## config.mk

```make
export PLATFORM = sky130hd
export DESIGN_NAME = bar_mask_cfg
export DESIGN_NICKNAME = d
export VERILOG_FILES = /design/src/rtl/bar_mask_pkg.sv /design/src/rtl/bar_slot.sv /design/src/rtl/bar_hit_stage.sv /design/src/rtl/bar_mask_cfg.sv
export SDC_FILE = /design/constraint.sdc
export NUM_CORES = 2
export LEC_CHECK = 0
export BUFFER_PORTS_ARGS = -buffer_cell sky130_fd_sc_hd__buf_2
export CELL_PAD_IN_SITES_DETAIL_PLACEMENT = 1
export CELL_PAD_IN_SITES_GLOBAL_PLACEMENT = 1
export CORE_ASPECT_RATIO = 0.75
export CORE_UTILIZATION = 42
export DETAILED_ROUTE_END_ITERATION = 8
export PLACE_DENSITY = 0.77
export SYNTH_ARGS = -nofsm -noshare
export SYNTH_HDL_FRONTEND = slang
export SYNTH_SLANG_ARGS = --single-unit
export TNS_END_PERCENT = 10
```

## constraint.sdc

```tcl
create_clock -name clk -period 2.1 [get_ports clk]
set_clock_uncertainty 0.15 [all_clocks]
set_input_delay 0.105 -clock clk [delete_from_list [all_inputs] [get_ports clk]]
set_output_delay 0.105 -clock clk [all_outputs]
set_load 0.02 [all_outputs]
```

## src/rtl/bar_mask_pkg.sv

```systemverilog
package bar_mask_pkg;
  localparam int unsigned DW = 32;
  localparam int unsigned BW = DW / 8;

  // Address bits a committed mask makes live in its base register.
  function automatic logic [DW-1:0] live_addr_bits(input logic [DW-1:0] m);
    if (m[0]) return {m[DW-1:2], 2'b00};
    else      return {8'hFF, m[DW-9:4], 4'h0};
  endfunction

  // Low attribute bits a committed mask reports through its base register.
  function automatic logic [DW-1:0] attr_bits(input logic [DW-1:0] m);
    if (m[0]) return {{(DW-1){1'b0}}, 1'b1};
    else      return {{(DW-4){1'b0}}, m[3:1], 1'b0};
  endfunction

  function automatic logic [DW-1:0] merge_bytes(input logic [DW-1:0] old_v,
                                                input logic [DW-1:0] new_v,
                                                input logic [BW-1:0] be);
    logic [DW-1:0] r;
    r = old_v;
    for (int i = 0; i < int'(BW); i++)
      if (be[i]) r[8*i +: 8] = new_v[8*i +: 8];
    return r;
  endfunction
endpackage

```

## src/rtl/bar_slot.sv

```systemverilog
module bar_slot
  import bar_mask_pkg::*;
(
  input  logic          clk,
  input  logic          rst_n,
  input  logic          mask_we,
  input  logic          base_we,
  input  logic [BW-1:0] be,
  input  logic [DW-1:0] wdata,
  output logic [DW-1:0] mask_q,
  output logic [DW-1:0] base_rd,
  input  logic [DW-1:0] look_addr,
  input  logic          look_io,
  output logic          hit
);
  logic [DW-1:0] mask_r, commit_r, base_r;
  logic          seen_r;
  logic [DW-1:0] live_c, merged_c;

  assign live_c  = seen_r ? live_addr_bits(commit_r) : '0;
  assign base_rd = seen_r ? ((base_r & live_c) | attr_bits(commit_r)) : '0;
  assign mask_q  = mask_r;
  assign merged_c = merge_bytes(base_rd, wdata, be);

  always_ff @(posedge clk) begin
    if (!rst_n) begin
      mask_r   <= '0;
      commit_r <= '0;
      base_r   <= '0;
      seen_r   <= 1'b0;
    end else begin
      if (mask_we) mask_r <= merge_bytes(mask_r, wdata, be);
      if (base_we) begin
        commit_r <= mask_r;
        seen_r   <= 1'b1;
        base_r   <= merged_c & live_addr_bits(mask_r);
      end
    end
  end

  assign hit = (live_c != '0) && (look_io == commit_r[0]) &&
               (((look_addr ^ base_r) & live_c) == '0);

  // committed window moves only on a base write
  p_window_frozen_r6: assert property (@(posedge clk) disable iff (!rst_n)
    !base_we |=> ($stable(commit_r) && $stable(base_r)));
  // an I/O base never reports bit 1
  p_io_bit1_r4: assert property (@(posedge clk) disable iff (!rst_n)
    base_rd[0] |-> !base_rd[1]);
  // memory base written with all-ones top byte keeps it
  p_mem_top_r5: assert property (@(posedge clk) disable iff (!rst_n)
    (base_we && !mask_r[0] && be[3] && wdata[31:24] == 8'hFF) |=> base_rd[31:24] == 8'hFF);
endmodule

```

## src/rtl/bar_hit_stage.sv

```systemverilog
module bar_hit_stage #(
  parameter int unsigned NUM_BARS = 6
) (
  input  logic                clk,
  input  logic                rst_n,
  input  logic                in_valid,
  output logic                in_ready,
  input  logic [NUM_BARS-1:0] in_hit,
  output logic                out_valid,
  input  logic                out_ready,
  output logic [NUM_BARS-1:0] out_hit
);
  assign in_ready = !out_valid || out_ready;

  always_ff @(posedge clk) begin
    if (!rst_n) begin
      out_valid <= 1'b0;
      out_hit   <= '0;
    end else if (in_ready) begin
      out_valid <= in_valid;
      if (in_valid) out_hit <= in_hit;
    end
  end

  // stalled result holds
  p_hold_r11: assert property (@(posedge clk) disable iff (!rst_n)
    (out_valid && !out_ready) |=> (out_valid && $stable(out_hit)));
  // accepted request shows up next cycle
  p_accept_r11: assert property (@(posedge clk) disable iff (!rst_n)
    (in_valid && in_ready) |=> out_valid);
endmodule

```

## src/rtl/bar_mask_cfg.sv

```systemverilog
module bar_mask_cfg
  import bar_mask_pkg::*;
#(
  parameter int unsigned NUM_BARS = 6,
  parameter int unsigned SEL_W    = 3,
  localparam int unsigned IDX_W   = SEL_W + 1
) (
  input  logic                clk,
  input  logic                rst_n,
  input  logic [IDX_W-1:0]    cfg_idx,
  input  logic                cfg_we,
  input  logic [BW-1:0]       cfg_be,
  input  logic [DW-1:0]       cfg_wdata,
  output logic [DW-1:0]       cfg_rdata,
  input  logic                dec_valid,
  output logic                dec_ready,
  input  logic [DW-1:0]       dec_addr,
  input  logic                dec_is_io,
  output logic                out_valid,
  input  logic                out_ready,
  output logic [NUM_BARS-1:0] out_hit
);
  logic                pick_mask;
  logic [SEL_W-1:0]    pick_slot;
  logic [DW-1:0]       mask_v [NUM_BARS];
  logic [DW-1:0]       base_v [NUM_BARS];
  logic [NUM_BARS-1:0] hit_v;

  assign pick_mask = cfg_idx[IDX_W-1];
  assign pick_slot = cfg_idx[SEL_W-1:0];

  for (genvar g = 0; g < NUM_BARS; g++) begin : g_slot
    logic sel;
    assign sel = cfg_we && (pick_slot == SEL_W'(g));
    bar_slot u_slot (
      .clk      (clk),
      .rst_n    (rst_n),
      .mask_we  (sel && pick_mask),
      .base_we  (sel && !pick_mask),
      .be       (cfg_be),
      .wdata    (cfg_wdata),
      .mask_q   (mask_v[g]),
      .base_rd  (base_v[g]),
      .look_addr(dec_addr),
      .look_io  (dec_is_io),
      .hit      (hit_v[g])
    );
  end

  always_comb begin
    cfg_rdata = '0;
    for (int i = 0; i < int'(NUM_BARS); i++)
      if (pick_slot == SEL_W'(i))
        cfg_rdata = pick_mask ? mask_v[i] : base_v[i];
  end

  bar_hit_stage #(.NUM_BARS(NUM_BARS)) u_stage (
    .clk      (clk),
    .rst_n    (rst_n),
    .in_valid (dec_valid),
    .in_ready (dec_ready),
    .in_hit   (hit_v),
    .out_valid(out_valid),
    .out_ready(out_ready),
    .out_hit  (out_hit)
  );

  // first cycle after reset the output is idle
  p_idle_after_reset_r1: assert property (@(posedge clk)
    $rose(rst_n) |-> !out_valid);
endmodule

```

## After elaboration in Yosys (flattened, before gate mapping)

Index checks and enable logic that the tools add are counted.

| word-level totals | value |
|---|---|
| input bits | 78 |
| flip-flop bits (word level) | 589 |
| memories kept | 0 |
| latch bits | 0 |
| memory bits (read-only) | 0 |
| output and inout bits | 40 |
| memory bits (writable) | 0 |

| operators by class | value |
|---|---|
| order comparisons | 0 |
| reductions and logical operators | 71 |
| div/mod/pow operators | 0 |
| equality and inequality tests | 11 |
| add/sub/neg operators | 0 |
| shifts and indexed selects | 0 |
| multiplexer cells | 78 |
| multipliers | 0 |
| bitwise operators | 30 |

Operator list:

| operator | count |
|---|---|
| $mux 32 | 48 |
| $and 32x32->32 | 18 |
| $logic_not 32->1 | 6 |
| $mux 8 | 24 |
| $or 32x4->32 | 6 |
| $reduce_bool 32->1 | 6 |
| $xor 32x32->32 | 6 |
| $reduce_and 2->1 | 25 |
| $logic_and 1x1->1 | 30 |
| $mux 4 | 6 |
| $eq 1x1->1 | 6 |
| $eq 3x2->1 const B | 2 |
| $eq 3x3->1 const B | 2 |
| $eq 3x1->1 const B | 1 |
| $logic_not 3->1 | 1 |
| $logic_not 1->1 | 2 |
| $logic_or 1x1->1 | 1 |

## Longest topological paths before layout

| depth | value |
|---|---|
| depth after elaboration | 12 |
| gate-level depth with buffers | 9 |
| mapped depth without buffers | 5 |

## Modules after synthesis

Synthesis repeated with hierarchy kept, for this count alone.

| second synthesis, totals | value |
|---|---|
| cell total of the unflattened synthesis | 3,851 |
| area total of the unflattened synthesis | 32,563.7 um^2 |

Modules (own cells, without submodules):

| module | seq. area each (um^2) | area an instance (um^2) | instances | cells each |
|---|---|---|---|---|
| bar_slot | 1,901.8 | 4,793.3 | 6 | 562 |
| bar_mask_cfg | 0.0 | 3,495.9 | 1 | 447 |
| bar_hit_stage | 140.1 | 307.8 | 1 | 32 |

## Worst setup path before layout

Ideal clock, no wire load.

| timing path | value |
|---|---|
| path kind | reg2out |
| start point | register g_slot[1].u_slot.seen_r |
| end point | output port cfg_rdata[27] |
| arrival time | 1.820 ns |
| path buffers | 3 |
| cell stages (with the launch flop) | 8 |
| slack | 0.025 ns |
| data required time | 1.845 ns |
| path through | dfxtp_1 -> buf_2 -> buf_2 -> buf_1 -> nand4_1 -> a32oi_1 -> o21ai_0 -> a211oi_1 |

| between the ends | value |
|---|---|
| word-level cells in the longest chain between the ends | 10 |

RTL lines:

| what | line | text |
|---|---|---|
| start: declaration | bar_slot.sv:17 | `logic seen_r;` |
| start signal: assignment | bar_slot.sv:30 | `seen_r <= 1'b0;` |
| start signal: assignment | bar_slot.sv:35 | `seen_r <= 1'b1;` |
| $mux 32 | bar_slot.sv:20 | `assign live_c = seen_r ? live_addr_bits(commit_r) : '0;` |
| $and 32x32->32 | bar_slot.sv:21 | `assign base_rd = seen_r ? ((base_r & live_c) \| attr_bits(commit_r)) : '0;` |
| $or 32x4->32 | bar_slot.sv:21 |  |
| $mux 32 (*) | bar_slot.sv:21 |  |
| $mux 32 (*) | bar_mask_cfg.sv:54 | `cfg_rdata = pick_mask ? mask_v[i] : base_v[i];` |
| $mux 32 (*) (5 in a row) | bar_mask_cfg.sv:53 | `if (pick_slot == SEL_W'(i))` |
| end: declaration | bar_mask_cfg.sv:14 | `output logic [DW-1:0] cfg_rdata,` |

Every way passes the cells marked *; elsewhere a longest branch is shown, timed or not.

## Worst setup path in the final report

| timing path | value |
|---|---|
| start point | register g_slot[4].u_slot.seen_r |
| end point | output port cfg_rdata[19] |

| between the ends | value |
|---|---|
| word-level cells in the longest chain between the ends | 7 |

RTL lines:

| what | line |
|---|---|
| start: declaration | bar_slot.sv:17 |
| start signal: assignment | bar_slot.sv:30 |
| start signal: assignment | bar_slot.sv:35 |
| $mux 32 | bar_slot.sv:20 |
| $and 32x32->32 | bar_slot.sv:21 |
| $or 32x4->32 | bar_slot.sv:21 |
| $mux 32 (*) | bar_slot.sv:21 |
| $mux 32 (*) | bar_mask_cfg.sv:54 |
| $mux 32 (*) (2 in a row) | bar_mask_cfg.sv:53 |

Marked as above.

==> reports/results.tsv <==
stage	metric	value	unit
placement	dpl hpwl	124400	um
cells_and_area	Layout Cells excl Fill	5452	
clock_network	Clock Sinks	577	
floorplan	Die Wd	316.7	um
worst_setup_path	slowest stage cell, crit path	mux4_2	
drt	vias post-DR	35070	
cells_and_area	Multi-input gate area	18590	um^2
worst_setup_path	WP data arrival	2.61	ns
global_routing	largest net degree at the start of global routing	268	
drt	drt initial violations	4793	
yosys	Synth Cell Area	31200	um^2
clock_network	Clock Path Buffers	3	
worst_setup_path	Worst Setup Path Type	reg -> out	
timing	RSZ-0062 raised after global routing	true	
worst_setup_path	crit path cell chain	buf_6 -> nand3_4 -> mux4_2 -> o22a_1 -> o22ai_4 -> buf_6 -> buf_6	
yosys	syn avg cell area	7.796	um^2
timing	final setup vio count	34	
job	Max Cap Viol	0	
drt	Vias/cell	6.433	
cells_and_area	P&R area growth vs syn	27.99	%
timing	normalized max-slew margin	22.18	%
yosys	Syn. warnings	0	
placement	Area after DPL	36500	um^2
global_routing	All-Layer GR Usage	43.43	%
timing	fin crit share	136.3	%
global_routing	initial antenna violation count	17	
worst_setup_path	Setup crit end kind	primary output	
timing	hold slack	0.05405	ns
yosys	register area share after synthesis	37.02	%
pwr	Max IR drop VDD	0.4897	mV
placement	Inst Count DP	5281	
pwr	Leak Pwr	14.12	nW
floorplan	Die Y	238.0	um
clock_network	CTS HTree Levels	3	
floorplan	starting density of the core	42.45	%
yosys	Async SR Flop Fraction	0	%
timing	Final Hold Fails	0	
cells_and_area	most frequent cells in the layout	862 x nand2_1, 564 x dfxtp_1, 483 x buf_4	
cells_and_area	most common cell after layout, fill and taps aside	nand2_1	
min_path	Hold Crit Class	in -> reg	
cells_and_area	nets	4503	
drt	drt pass-1 iters	6	
timing	Peak Freq	349.3	MHz
drt	Routed WL	167900	um
worst_setup_path	CP Max Fanout	6	
worst_setup_path	startpoint types	flop	
global_routing	vias in the first global route	33570	
clock_network	clock slew at reported path FFs	0.05	ns
global_routing	first-pass GRT wire length	238700	um
worst_setup_path	crit-path leading delay family	multiplexers	
clock_network	total CTS buffers	67	
yosys	syn nets	4080	
cells_and_area	share of layout cells above drive strength 1	20.74	%
worst_setup_path	CP required	1.85	ns
pwr	total power draw	26.17	mW
yosys	Synth Register Bits	577	
clock_network	worst-skew pair later-pin latency	0.64	ns
outcome	violated checks	negative setup slack	
global_routing	Congestion Overflow GR	0	
yosys	Gate Count Post-Synth	4002	
timing	Slew Limit Fails	0	
cells_and_area	fillers	8887	
placement	Final GP Congestion	1.094	
worst_setup_path	flop2flop setup slack	-0.15	ns
placement	Post-Place Setup Slack	-0.4051	ns
timing	fin crit period	2.863	ns
timing	post-route setup slack	-0.7628	ns
outcome	status	finished with violations	
drt	DRC	0	
floorplan	I/O pin count	118	
worst_setup_path	CP dominant cell by count	buf_6	
worst_setup_path	CP max stage delay	0.53	ns
placement	Port Buffers	115	
worst_setup_path	worst path buffer plus inverter count	3	
yosys	post-synthesis cell type count	77	
floorplan	core area	73490	um^2
clock_network	clock root buffer	clkbuf_16	
yosys	predominant post-synthesis flop cell	dfxtp_1	
pwr	PD cells	655.3	nW/um^2
floorplan	die area	75390	um^2
cells_and_area	post-route cell area	39930	um^2
yosys	Post-synth EDFFs	0	
cells_and_area	Sequential Area	11580	um^2
drt	Avg WL per Cell	30.79	um
floorplan	# rows	86	
timing	Worst Max-Slew Pin Slew	1.167	ns
clock_network	CTS tree	done	
drt	ANT nets after route	0	
## state kept, by name, indices dropped and copies added (netlist names)
| name | count |
|---|---|
| u_stage.out_hit | 6 |
| g_slot.u_slot.commit_r | 192 |
| g_slot.u_slot.mask_q | 192 |
| u_stage.out_valid | 1 |
| g_slot.u_slot.seen_r | 6 |
| g_slot.u_slot.base_r | 180 |
## logic make-up (layout without fill, tap and decap cells)
family                    Yosys count  in the layout  synth area share [%]
AOI/OAI and AO/OA                1341           1341                 29.27
xor gates and xnor gates          180            180                 5.053
buffers and inverters             383            855                 5.173
DFF                               577            577                 37.02
muxes                              32             32                 1.556
other                               0             10                     0
and+or+nand+nor                  1489           1489                 21.92
## worst paths after layout
path,start,end,depth (start not counted)
setup / recovery,g_slot[4].u_slot.seen_r,cfg_rdata[19],7
setup reg to reg,g_slot[0].u_slot.seen_r,u_stage.out_hit[0],7
hold / removal,dec_addr[27],u_stage.out_hit[4],5
hold reg to reg,g_slot[3].u_slot.commit_r[1],g_slot[3].u_slot.commit_r[1],2
## tightest hold or removal path: stages
cell      delay, ns
buf_2          0.18
xnor2_1        0.11
o211ai_1       0.15
or4_1          0.14
o31ai_2        0.08
## report_power, final
group          switching, mW  leakage, nW  internal (mW)  total (mW)
Clock                   5.15         1.12           7.35        12.5
Combinational           1.77         8.35          0.864        2.64
Sequential            0.0519         4.66           11.0        11.0
Total                   6.98         14.1           19.2        26.2
## what timing repair did
| action | CTS | global route |
|---|---|---|
| hold buffers | 38 | 0 |
| pin swaps | 19 | 17 |
| endpoints found under the setup margin | 35 | 37 |
| hold endpoints to repair | 371 | 0 |
| buffers inserted | 2 | 4 |
| gates resized for setup | 138 | 70 |
## metrics by stage
stage / TNS (ns) / util (%)
after floorplan: 0 / -
after global placement: -2.855 / 49.67
after detailed placement: -4.157 / 49.67
after CTS: -16.87 / 53.90
after global routing: -18.27 / 54.31
final: -17.49 / 54.33
## layout make-up
cell class,count,share of cell area [%]
multi-input combinational,3042,46.56
sequential,577,29.00
timing repair buffer,715,15.46
clock buffer,104,5.154
tap,968,3.033
clock inverter,14,0.5170
inverter,22,0.2131
antenna,10,0.06267
## synth_stat cells, types with 11 or more instances
| cell | number | area [um^2] |
|---|---|---|
| o211ai_1 | 30 | 225.2 |
| nor2_2 | 11 | 68.82 |
| xor2_1 | 156 | 1366 |
| dfxtp_1 | 577 | 11550 |
| nand2b_1 | 53 | 331.6 |
| clkbuf_1 | 234 | 878.3 |
| a21boi_1 | 37 | 277.8 |
| a22o_1 | 12 | 105.1 |
| buf_1 | 21 | 78.83 |
| a21oi_1 | 23 | 115.1 |
| inv_1 | 18 | 67.56 |
| buf_2 | 93 | 465.5 |
| nor2_1 | 65 | 244.0 |
| nor2b_1 | 94 | 588.1 |
| mux4_2 | 13 | 292.8 |
| a22oi_1 | 200 | 1501 |
| nor3b_1 | 18 | 135.1 |
| o21ai_0 | 428 | 2142 |
| nor4_1 | 36 | 225.2 |
| nand3_1 | 220 | 1101 |
| xnor2_1 | 24 | 210.2 |
| o31ai_1 | 11 | 82.58 |
| a21boi_0 | 416 | 3123 |
| nand4_1 | 42 | 262.8 |
| and3_1 | 30 | 187.7 |
| nor3_1 | 13 | 65.06 |
| a32oi_1 | 21 | 183.9 |
| nand2_1 | 866 | 3251 |
| o2bb2ai_1 | 77 | 674.4 |
| mux2i_1 | 17 | 170.2 |
## metal layers
metal | global-route usage (%) | wire length [um] | vias up
met1 | 60.09 | 69600 | 17420
met3 | 14.82 | 22610 | 406
li1 | - | - | 15040
met5 | 0 | 43 | -
met2 | 58.93 | 65830 | 2203
met4 | 22.25 | 9765 | 6
(Power assumes the default switching activity.)
